<file path="src/rtl/dpll_pkg.sv">
package dpll_pkg;
    typedef enum logic [1:0] {
        ST_OFF    = 2'd0,
        ST_SEARCH = 2'd1,
        ST_TRACK  = 2'd2
    } dpll_state_t;

    typedef enum logic [1:0] {
        ADJ_NONE  = 2'd0,
        ADJ_SHORT = 2'd1,
        ADJ_LONG  = 2'd2
    } dpll_adj_t;
endpackage

</file>
<file path="src/rtl/dpll_cfg.sv">
module dpll_cfg #(
    parameter int N_SRC = 2,
    parameter int SEL_W = (N_SRC > 1) ? $clog2(N_SRC) : 1
) (
    input  logic             clk,
    input  logic             rst_n,
    input  logic             enabled,
    input  logic [SEL_W-1:0] src_sel,
    input  logic             edge_sel,
    input  logic [N_SRC-1:0] tick_src,
    output logic             tick_o,
    output logic             fall_only_o
);
    logic [SEL_W-1:0] sel_q;
    logic             fall_q;

    // settings follow the pins only while the loop is disabled
    always_ff @(posedge clk) begin
        if (!rst_n) begin
            sel_q  <= '0;
            fall_q <= 1'b0;
        end else if (!enabled) begin
            sel_q  <= src_sel;
            fall_q <= edge_sel;
        end
    end

    always_comb begin
        tick_o = 1'b0;
        for (int i = 0; i < N_SRC; i++) begin
            if (sel_q == SEL_W'(i)) tick_o = tick_src[i];
        end
    end

    assign fall_only_o = fall_q;

    assert_cfg_frozen_R13: assert property (@(posedge clk) disable iff (!rst_n)
        enabled |=> ($stable(sel_q) && $stable(fall_q)));
endmodule

</file>
<file path="src/rtl/dpll_edge.sv">
module dpll_edge (
    input  logic clk,
    input  logic rst_n,
    input  logic enabled,
    input  logic arm,
    input  logic tick,
    input  logic rxd,
    input  logic fall_only,
    output logic edge_o
);
    logic prev_q;

    always_ff @(posedge clk) begin
        if (!rst_n)    prev_q <= 1'b0;
        else if (arm)  prev_q <= rxd;
        else if (tick) prev_q <= rxd;
    end

    assign edge_o = enabled && !arm && tick && (rxd != prev_q) && (!fall_only || prev_q);

    assert_fall_only_R12: assert property (@(posedge clk) disable iff (!rst_n)
        (edge_o && fall_only) |-> !rxd);
endmodule

</file>
<file path="src/rtl/dpll_phase.sv">
module dpll_phase import dpll_pkg::*; #(
    parameter int CNT_W = 5
) (
    input  logic [CNT_W-1:0] cnt,
    input  logic             half,
    output dpll_adj_t        adj_o
);
    localparam logic [CNT_W-1:0] HOLD = CNT_W'(1 << (CNT_W - 1));
    localparam logic [CNT_W-1:0] PRE  = HOLD - CNT_W'(1);

    logic dead, early;

    always_comb begin
        dead  = ((cnt == PRE) && half) || ((cnt == HOLD) && !half);
        early = (cnt < PRE) || ((cnt == PRE) && !half);
        if (dead)       adj_o = ADJ_NONE;
        else if (early) adj_o = ADJ_SHORT;
        else            adj_o = ADJ_LONG;
    end
endmodule

</file>
<file path="src/rtl/dpll_core.sv">
module dpll_core import dpll_pkg::*; #(
    parameter int CNT_W = 5
) (
    input  logic             clk,
    input  logic             rst_n,
    input  logic             cmd_search,
    input  logic             cmd_disable,
    input  logic             tick,
    input  logic             edge_seen,
    input  dpll_adj_t        adj_in,
    output logic [CNT_W-1:0] cnt_o,
    output logic             half_o,
    output logic             enabled_o,
    output logic             arm_o,
    output logic             rx_en_o,
    output logic             locked_o
);
    localparam logic [CNT_W-1:0] HOLD = CNT_W'(1 << (CNT_W - 1));

    dpll_state_t      state_q, state_d;
    logic [CNT_W-1:0] cnt_q;
    logic             half_q;
    dpll_adj_t        pend_q, act, eff;
    logic [1:0]       inc;
    logic [CNT_W:0]   sum;
    logic             cmd_any, step, rx_en_q;

    assign cmd_any = cmd_search || cmd_disable;

    // next state
    always_comb begin
        state_d = state_q;
        if (cmd_disable)     state_d = ST_OFF;
        else if (cmd_search) state_d = ST_SEARCH;
        else begin
            unique case (state_q)
                ST_OFF:    state_d = ST_OFF;
                ST_SEARCH: if (edge_seen) state_d = ST_TRACK;
                ST_TRACK:  state_d = ST_TRACK;
                default:   state_d = ST_OFF;
            endcase
        end
    end

    // state register
    always_ff @(posedge clk) begin
        if (!rst_n) state_q <= ST_OFF;
        else        state_q <= state_d;
    end

    // phase step selection
    always_comb begin
        act = edge_seen ? adj_in : ADJ_NONE;
        eff = (act != ADJ_NONE) ? act : pend_q;
        unique case (eff)
            ADJ_SHORT: inc = 2'd2;
            ADJ_LONG:  inc = 2'd0;
            default:   inc = 2'd1;
        endcase
        sum  = {1'b0, cnt_q} + (CNT_W+1)'(inc);
        step = (state_q == ST_TRACK) && tick && half_q && !cmd_any;
    end

    // counter, half-count phase and outputs
    always_ff @(posedge clk) begin
        if (!rst_n) begin
            cnt_q   <= HOLD;
            half_q  <= 1'b0;
            pend_q  <= ADJ_NONE;
            rx_en_q <= 1'b0;
        end else begin
            rx_en_q <= step && sum[CNT_W];
            if (cmd_any || state_q != ST_TRACK) begin
                cnt_q  <= HOLD;
                pend_q <= ADJ_NONE;
                half_q <= (state_d == ST_TRACK);
            end else if (tick) begin
                if (!half_q) begin
                    half_q <= 1'b1;
                    pend_q <= act;
                end else begin
                    half_q <= 1'b0;
                    pend_q <= ADJ_NONE;
                    cnt_q  <= sum[CNT_W-1:0];
                end
            end
        end
    end

    assign cnt_o     = cnt_q;
    assign half_o    = half_q;
    assign enabled_o = (state_q != ST_OFF);
    assign arm_o     = cmd_search;
    assign rx_en_o   = rx_en_q;
    assign locked_o  = (state_q == ST_TRACK);

    assert_quiet_unless_tracking_R2: assert property (@(posedge clk) disable iff (!rst_n)
        rx_en_q |-> ($past(state_q) == ST_TRACK));
    assert_lock_on_edge_R3: assert property (@(posedge clk) disable iff (!rst_n)
        (state_q == ST_SEARCH && edge_seen && !cmd_any) |=> locked_o);
    // R7 as well: a step moves the count by 0, 1 or 2 only
    assert_step_bounded_R6: assert property (@(posedge clk) disable iff (!rst_n)
        step |=> (CNT_W'(cnt_q - $past(cnt_q)) <= CNT_W'(2)));
    assert_reenter_search_R9: assert property (@(posedge clk) disable iff (!rst_n)
        (cmd_search && !cmd_disable) |=> (state_q == ST_SEARCH && !rx_en_q));
    assert_disable_wins_R10: assert property (@(posedge clk) disable iff (!rst_n)
        cmd_disable |=> (state_q == ST_OFF));
endmodule

</file>
<file path="src/rtl/dpll_recover.sv">
module dpll_recover import dpll_pkg::*; #(
    parameter int CNT_W = 5,
    parameter int N_SRC = 2,
    parameter int SEL_W = (N_SRC > 1) ? $clog2(N_SRC) : 1
) (
    input  logic             clk,
    input  logic             rst_n,
    input  logic             cmd_search,
    input  logic             cmd_disable,
    input  logic [SEL_W-1:0] src_sel,
    input  logic             edge_sel,
    input  logic [N_SRC-1:0] tick_src,
    input  logic             rxd,
    output logic             rx_en,
    output logic             tx_en,
    output logic             locked
);
    logic             tick, fall_only, enabled, arm, edge_seen, half, rx_pulse;
    logic [CNT_W-1:0] cnt;
    dpll_adj_t        adj;

    dpll_cfg #(.N_SRC(N_SRC), .SEL_W(SEL_W)) u_cfg (
        .clk(clk), .rst_n(rst_n), .enabled(enabled), .src_sel(src_sel),
        .edge_sel(edge_sel), .tick_src(tick_src), .tick_o(tick), .fall_only_o(fall_only)
    );

    dpll_edge u_edge (
        .clk(clk), .rst_n(rst_n), .enabled(enabled), .arm(arm), .tick(tick),
        .rxd(rxd), .fall_only(fall_only), .edge_o(edge_seen)
    );

    dpll_phase #(.CNT_W(CNT_W)) u_phase (
        .cnt(cnt), .half(half), .adj_o(adj)
    );

    dpll_core #(.CNT_W(CNT_W)) u_core (
        .clk(clk), .rst_n(rst_n), .cmd_search(cmd_search), .cmd_disable(cmd_disable),
        .tick(tick), .edge_seen(edge_seen), .adj_in(adj), .cnt_o(cnt), .half_o(half),
        .enabled_o(enabled), .arm_o(arm), .rx_en_o(rx_pulse), .locked_o(locked)
    );

    assign rx_en = rx_pulse;
    assign tx_en = rx_pulse;
endmodule

</file>
<file path="config.mk">
export PLATFORM = sky130hd
export DESIGN_NAME = dpll_recover
export DESIGN_NICKNAME = d
export VERILOG_FILES = /design/src/rtl/dpll_pkg.sv /design/src/rtl/dpll_cfg.sv /design/src/rtl/dpll_edge.sv /design/src/rtl/dpll_phase.sv /design/src/rtl/dpll_core.sv /design/src/rtl/dpll_recover.sv
export SDC_FILE = /design/constraint.sdc
export NUM_CORES = 1
export LEC_CHECK = 0
export BUFFER_PORTS_ARGS = -buffer_cell sky130_fd_sc_hd__buf_2
export CAP_MARGIN = 20
export CORE_UTILIZATION = 54
export DETAILED_ROUTE_END_ITERATION = 6
export PLACE_DENSITY = 0.85
export SETUP_SLACK_MARGIN = 0.5
export SLEW_MARGIN = 30
export SYNTH_ARGS = -nofsm -noshare
export SYNTH_HDL_FRONTEND = slang
export SYNTH_SLANG_ARGS = --single-unit
</file>
<file path="constraint.sdc">
create_clock -name clk -period 3.5 [get_ports clk]
set_input_delay 0.35 -clock clk [delete_from_list [all_inputs] [get_ports clk]]
set_output_delay 0.35 -clock clk [all_outputs]
set_load 0.1 [all_outputs]
</file>
==> flow_metrics.tcl, run 1 <==
set metrics [dict create \
    cp_slowest_cell "fa_1" \
    crit_top_cell "ha_1" \
    r2r-start "u_core.state_q[0]" \
    crit_type "reg -> reg" \
    htree_levels 1 \
    syn_to_final_growth_pct 13.4 \
    max-vdd-ir-drop_mv 0.297 \
    max_cap_violations 0 \
    start_util_pct 60.7 \
    synthArstFlopShare_pct 0 \
    synth_top_area_share_pct 34.2 \
    cts_tree "built" \
    finalSetupViolCount 0 \
    port_buffers 11 \
    dieArea_um2 1680 \
    ys_seq_area_share_pct 34.2 \
    cp.required_ps 3680 \
    critPathTopFamily "adder cells" \
    p_leak_nw 0.340 \
    ios 12 \
    drt.antenna.violating_nets 0 \
    utilization_pct 68.9 \
    fin_tns_setup_ps 0 \
    fin_cells 117 \
    pre_cts_ws_ps 560 \
    die_width_um 41.0 \
    hp-class "in -> reg" \
    synthTopCellsByArea "dfxtp_1 34%, ha_1 9.2%, nor2_1 6.0%" \
    hpwlAfterDp_um 1160 \
    num-nets-final 119 \
    synth.largest_area_cell "dfxtp_1" \
    drtIter0Drc 12 \
    hold-worst-slack_ps 329 \
    rrSetupSlack_ps 700 \
    grt_antenna_before_repair 0 \
    vias 643 \
    first_pass_iters 4 \
    ys_ff_latch 14 \
    wl_um 1500 \
    syn_area_per_cell_um2 9.31 \
    core_um2 1350 \
    most-common-layout-cells "13 x nor2_1, 13 x dfxtp_1, 11 x buf_2, 8 x nand2_1, 6 x ha_1" \
    worst_pin_slew_ps 483 \
    cts_max_path_buffers 2 \
    fin_crit_sh_pct 80.1 \
    clock-root-buffer "clkbuf_4" \
    numCtsBuffers 3 \
    clock-sinks 14 \
    status "completed" \
    synth-edff-count 0 \
    place_area_um2 886 \
    relSlewSlack_pct 68.0 \
    gp_congestion 0.803 \
    fp.dieH_um 41.0 \
    clock.fmax_mhz 357 \
    rsz0062_at_grt "no" \
    setup_slack_ps 697 \
    clock_latency_ps 280 \
    grt_pass1_vias 522 \
    hold_start "rst_n" \
    post-place-cells 113 \
    rows 13 \
    crit_chain "inv_1 -> ha_1 -> nor2_2 -> o211ai_4 -> or3_1 -> o21ai_1 -> ha_1 -> ha_1 -> inv_1 -> fa_1 -> nor4b_2 -> xnor2_1 -> nand2_1" \
    power_mw 0.303 \
    worstPathMaxFanout 8 \
    crit_path_start_kind "flop" \
    crit_path_start "u_core.state_q[0]" \
    period_minus_slack_ps 2800 \
    syn_nets 104 \
    ctsHoldBuffers 0 \
    synth_cells 88 \
    synthDistinctLibCells 34 \
    synthFlopType "dfxtp_1" \
    clkTransAtPathRegs_ps 80 \
    fin_skew_ps 7.54 \
    mappedNetlistArea_um2 820 \
    slew_viol_final 0 \
    finish.instance_area_um2 930 \
    drive_gt1_share_pct 21.6 \
    grt_pass1_wl_um 2260 \
    p_per_area_nw_per_um2 326 \
    crit_buf_inv 2 \
    viasPerCell 5.50 \
    hold_violations 0 \
    worst_ep_arrival_time_ps 2980 \
    grt_max_degree 10 \
    insertedDiodeCount 0 \
    drc_errors 0 \
    gr-total-overflow 0 \
    track_usage_pct 21.5 \
    yosysWarnings 0 \
    cp-end-kind "flop" \
    max_stage_delay_ps 400 \
    wl_per_cell_um 12.8 \
]
-- cell type report --
cell class,count,area (µm²)
Clock buffer,4,36.3
Fill cell,105,420
Inverter,5,18.8
Multi-Input combinational cell,68,519
Sequential cell,14,282
Tap cell,15,18.8
Timing Repair Buffer,11,55.1
-- repair_timing --
action | in CTS | in global routing
pin swaps | 0 | 1
endpoints found under the hold margin | 0 | 0
endpoints found under the setup margin | 1 | 2
gates resized for setup | 1 | 1
setup buffers | 0 | 0
-- routing by layer --
metal  vias up  part of all wire, %  track usage (%)
met5         -                    0                0
met4         0                 0.67             5.00
met3         2                  4.5             9.78
met2        13                   50             35.2
met1       293                   45             25.2
li1        335                    -                -
-- final timing paths --
check,endpoint,cells after the start
min,u_cfg.sel_q,2
max,u_core.cnt_o[4],13
min reg2reg,u_core.pend_q[0],2
max reg2reg,u_core.cnt_o[4],13
-- sequential cells by signal, indices dropped and copies added, names as in the netlist --
register	flops
u_cfg.fall_only_o	1
u_cfg.sel_q	1
u_core.cnt_o	5
u_core.half_o	1
u_core.pend_q	2
u_core.rx_en_o	1
u_core.state_q	2
u_edge.prev_q	1
-- where the power goes --
part,switching [mW],internal [mW]
clock network,0.0489,0.0633
logic,0.0134,0.0123
registers,0.00319,0.162
-- cell families after synthesis --
kind of cell | count (synthesis) | share of synthesized area, %
AND/OR/NAND/NOR | 38 | 25.0
AO/OA/AOI/OAI | 15 | 16.0
flip-flops | 14 | 34.2
XOR/XNOR | 3 | 3.21
buffers and inverters | 6 | 3.21
adder cells (fa/ha/maj) | 7 | 11.6
multiplexers | 5 | 6.72
-- worst register-to-register path, delay by kind of cell (launching register included) --
kind | cells | cell delay [ps]
DFF | 1 | 360
buffers and inverters | 2 | 120
xor gates and xnor gates | 1 | 160
and+or+nand+nor | 4 | 880
adders and majority gates | 4 | 960
AOI/OAI and AO/OA | 2 | 230
-- cell usage after synthesis, types with 2 or more instances --
master,count
nor2b_1,3
a21oi_1,2
mux2i_1,4
nor2_1,13
o21ai_0,3
nand2_1,8
ha_1,6
inv_1,5
dfxtp_1,14
and2_1,2
o21ai_1,2
or3_1,2
nand4b_1,2
xnor2_1,2
No activity file was read; power rests on OpenSTA's default activity.
==> run 2, diff against run 1 <==
Clock period 3.5 ns to 2.8 ns, I/O delays scaled along.
==> run 2 against run 1 <==
Compared with the run above: total power grew 19%; largest power group unchanged; cell count increased by 6.0%; first-iteration DRC count did not move; core utilization up 8.0 points; combinational power increased by 51%; setup slack got worse by 450 ps; largest cell class unchanged; highest routed layer unchanged; register-to-register slack got worse by 450 ps.
==> flow_metrics.tcl, run 2 (synthesis results as in run 1) <==
set metrics [dict create \
    ios 12 \
    numCtsBuffers 3 \
    power_mw 0.362 \
    p_per_area_nw_per_um2 349 \
    drive_gt1_share_pct 39.4 \
    gp_congestion 0.825 \
    max-vdd-ir-drop_mv 0.311 \
    clock-sinks 14 \
    vias 739 \
    switching_share_pct 25.0 \
    core_um2 1350 \
    rows 13 \
    clock-root-buffer "clkbuf_4" \
    clock_power_share_pct 32.3 \
    period_minus_slack_ps 2550 \
    worstPathMaxFanout 5 \
    num-nets-final 127 \
    drtIter0Drc 12 \
    die_width_um 41.0 \
    syn_to_final_growth_pct 26.6 \
    clkTransAtPathRegs_ps 90 \
    layout_commonest_cell "nor2_1" \
    port_buffers 11 \
    pwr-share-seq_pct 57.0 \
    p_sw_mw 0.0904 \
    clock.fmax_mhz 392 \
    fillers 92 \
    grt_pass1_wl_um 2620 \
    cts_max_path_buffers 2 \
    fin_tns_setup_ps 0 \
    insertedDiodeCount 0 \
    hold_violations 0 \
    worst_ep_arrival_time_ps 2730 \
    cp.required_ps 2980 \
    first_pass_iters 4 \
    largest_reg_flops 5 \
    p_leak_nw 0.385 \
    p_comb_share_pct 10.7 \
    drc_errors 0 \
    hp-class "in -> reg" \
    worst_pin_slew_ps 619 \
    status "completed" \
    utilization_pct 76.8 \
    wl_per_cell_um 15.0 \
    drt.antenna.violating_nets 0 \
    p_int_mw 0.271 \
    cts_tree "built" \
    track_usage_pct 24.8 \
    fin_skew_ps 6.00 \
    crit_path_start_kind "flop" \
    fp.dieH_um 41.0 \
    htree_levels 1 \
    grt_pass1_vias 622 \
    max_cap_violations 0 \
    start_util_pct 60.7 \
    grt_max_degree 10 \
    dieArea_um2 1680 \
    wl_um 1860 \
    viasPerCell 5.96 \
    grt_antenna_before_repair 0 \
    most-common-layout-cells "13 x nor2_1, 11 x buf_2, 9 x dfxtp_1, 8 x nand2_1, 8 x buf_4" \
    clock_latency_ps 280 \
    cp-end-kind "flop" \
    relSlewSlack_pct 57.5 \
    gr-total-overflow 0 \
    slew_viol_final 0 \
    finalSetupViolCount 0 \
    hpwlAfterDp_um 1290 \
    fin_crit_sh_pct 91.0 \
    crit_type "reg -> reg" \
    rsz0062_at_grt "yes" \
]
==> run 2: final timing paths <==
path	from	endpoint	slack, ps	cells past startpoint
worst min-delay path	src_sel	u_cfg.sel_q	260	3
worst max-delay path	u_core.state_q[1]	u_core.cnt_o[4]	250	13
worst max register to register	u_core.state_q[1]	u_core.cnt_o[4]	250	13
worst min register to register	u_core.pend_q[0]	u_core.pend_q[0]	470	2
==> run 2: layout make-up <==
type	instances	area (µm²)	area share, %
multi-input combinational	68	576	55.5
inverter	5	18.8	1.81
clock buffer	3	22.5	2.17
timing repair buffer	19	115	11.1
sequential	14	287	27.6
tap	15	18.8	1.81
==> run 2: timing repair <==
item | 4_1_cts | 5_1_grt
hold buffers | 0 | 0
buffers inserted | 3 | 5
pin swaps | 4 | 1
endpoints found under the hold margin | 0 | 0
gates cloned | 0 | 0
setup endpoints to repair | 4 | 4
resized for setup | 9 | 1
==> run 2: metal layers <==
layer | track usage [%] | part of all wire (%)
met4 | 14.2 | 3.6
met3 | 3.80 | 3.7
met1 | 30.8 | 44
met5 | 0 | 0
met2 | 40.2 | 49
==> run 2: critical path: stages (launching register included) <==
cell	delay, ps
dfxtp_2	360
inv_2	50
ha_4	170
nor2_4	100
o211ai_4	100
or3_1	350
o21ai_1	100
ha_1	140
ha_2	180
inv_2	40
fa_2	370
nor4b_4	270
xnor2_1	150
nand2_1	60
==> run 2: power by group through the flow <==
stage               clock network (mW)  logic, mW  registers [mW]
floorplan                            0     0.0220           0.210
global placement                     0     0.0332           0.211
detailed placement                   0     0.0347           0.211
CTS                              0.115     0.0369           0.206
global route                     0.126     0.0427           0.207
finish                           0.117     0.0387           0.206
==> run 2: stage by stage <==
step           instances  area, µm²  worst slack (ps)  hold WS [ps]
2_1_floorplan         88        853               425           352
3_3_place_gp         113        920               257           441
3_5_place_dp         113        920               214           461
4_1_cts              119        998               293           274
5_1_grt              124       1040               163           277
6_report             124       1040               251           262
==> run 3, diff against run 2 <==
Settings changed: REMOVE_ABC_BUFFERS set to 1.
==> run 3 against run 2 <==
Compared with the run above: first-iteration DRC count rose to 2.6 times the previous value; final area up 2.9%; via count is 0.14% lower; cell count stayed put; largest cell class unchanged.
==> flow_metrics.tcl, run 3 (synthesis results as in run 1) <==
set metrics [dict create \
    wl_met1_um 845 \
    clkTransAtPathRegs_ps 80 \
    rr_worst_depth 11 \
    power_mw 0.356 \
    most-common-layout-cells "12 x nor2_1, 11 x buf_2, 8 x nand2_1, 8 x dfxtp_1, 7 x buf_4" \
    met2_length_um 1010 \
    core_um2 1350 \
    slew_viol_final 0 \
    top_layer "met4" \
    gr-total-overflow 0 \
    die_width_um 41.0 \
    worst_ep_arrival_time_ps 2740 \
    clock-root-buffer "clkbuf_4" \
    cts_tree "built" \
    hold_violations 0 \
    fin_crit_sh_pct 91.6 \
    track_usage_pct 31.8 \
    grt_max_degree 9 \
    largest_reg_flops 5 \
    rsz0062_at_grt "yes" \
    finalSetupViolCount 0 \
    fin_skew_ps 2.74 \
    relSlewSlack_pct 57.6 \
    status "completed" \
    crit_path_start_kind "flop" \
    ios 12 \
    fillers 82 \
    max_cap_violations 0 \
    hp-class "in -> reg" \
    htree_levels 1 \
    clock-sinks 14 \
    multi_input_area_um2 598 \
    grt_antenna_before_repair 0 \
    first_pass_iters 4 \
    cts_max_path_buffers 2 \
    clock.fmax_mhz 390 \
    p_leak_nw 0.396 \
    worst_pin_slew_ps 618 \
    numCtsBuffers 3 \
    fp.dieH_um 41.0 \
    num-nets-final 127 \
    crit_type "reg -> reg" \
    port_buffers 11 \
    viasPerCell 5.95 \
    route.met3.wl_um 137 \
    gp_congestion 0.814 \
    drive_gt1_share_pct 42.2 \
    max-vdd-ir-drop_mv 0.250 \
    p_per_area_nw_per_um2 333 \
    syn_to_final_growth_pct 30.2 \
    dieArea_um2 1680 \
    whs_path_depth 2 \
    drt.antenna.violating_nets 0 \
    vias 738 \
    register_area_um2 290 \
    worstPathMaxFanout 3 \
    insertedDiodeCount 0 \
    cp-end-kind "flop" \
    hpwlAfterDp_um 1350 \
    drc_errors 0 \
    start_util_pct 60.7 \
    clock_latency_ps 270 \
    rows 13 \
    wl_per_cell_um 16.7 \
    grt_pass1_wl_um 3310 \
    cp.required_ps 2970 \
    drtIter0Drc 31 \
    layout_commonest_cell "nor2_1" \
    hold-worst-slack_ps 283 \
    period_minus_slack_ps 2560 \
    wl_um 2080 \
    grt_pass1_vias 708 \
]
## run 3: stage by stage
step / area (µm²) / std cells / util (%) / setup slack, ps / TNS [ps]
6_report: 1070 / 124 / 79.1 / 235 / 0
5_1_grt: 1070 / 124 / 79.1 / 113 / 0
4_1_cts: 1040 / 124 / 77.3 / 251 / 0
3_5_place_dp: 923 / 118 / 68.4 / -69.2 / -69.2
3_3_place_gp: 923 / 118 / 68.4 / 44.3 / 0
2_1_floorplan: 812 / 87 / - / 59.5 / 0
## run 3: routing by layer
| layer | global-route usage, % | vias to the layer above |
|---|---|---|
| met5 | 0 | - |
| met4 | 20.8 | 0 |
| met2 | 47.7 | 43 |
| li1 | - | 352 |
| met3 | 11.4 | 12 |
| met1 | 37.6 | 331 |
## run 3: area by class of cell
class	count	share of cell area (%)
clock buffers	3	2.11
inverters	5	1.76
multi-input cells	68	56.0
flip-flops and latches	14	27.2
well taps	15	1.76
repair buffers	19	11.1
## run 3: path summary, 6_finish.rpt
kind	to	slack [ps]	start
hold reg to reg	u_core.pend_q[0]	490	u_core.pend_q[0]
setup / recovery	u_core.cnt_o[4]	240	u_core.cnt_o[1]
setup reg to reg	u_core.cnt_o[4]	240	u_core.cnt_o[1]
hold / removal	u_cfg.fall_only_o	280	rst_n
## run 3: what timing repair did
item,CTS,global route
endpoints found under the setup margin,5,6
resized for setup,22,5
setup buffers,3,0
hold buffers,0,0
endpoints found under the hold margin,0,0
pin swaps,9,4
## run 3: worst max-delay path: stages, from the launching register on
cell and delay (ps):
dfxtp_4 350, or4_4 520, o21ai_4 200, nor2_2 60
o21ai_2 120, ha_1 170, ha_4 150, inv_2 40
fa_2 390, nor4b_4 240, xnor2_1 160, nand2_1 70
## run 3: power breakdown
part,internal (mW),switching (mW)
logic,0.0174,0.0199
clock network,0.0498,0.0633
registers,0.202,0.00377
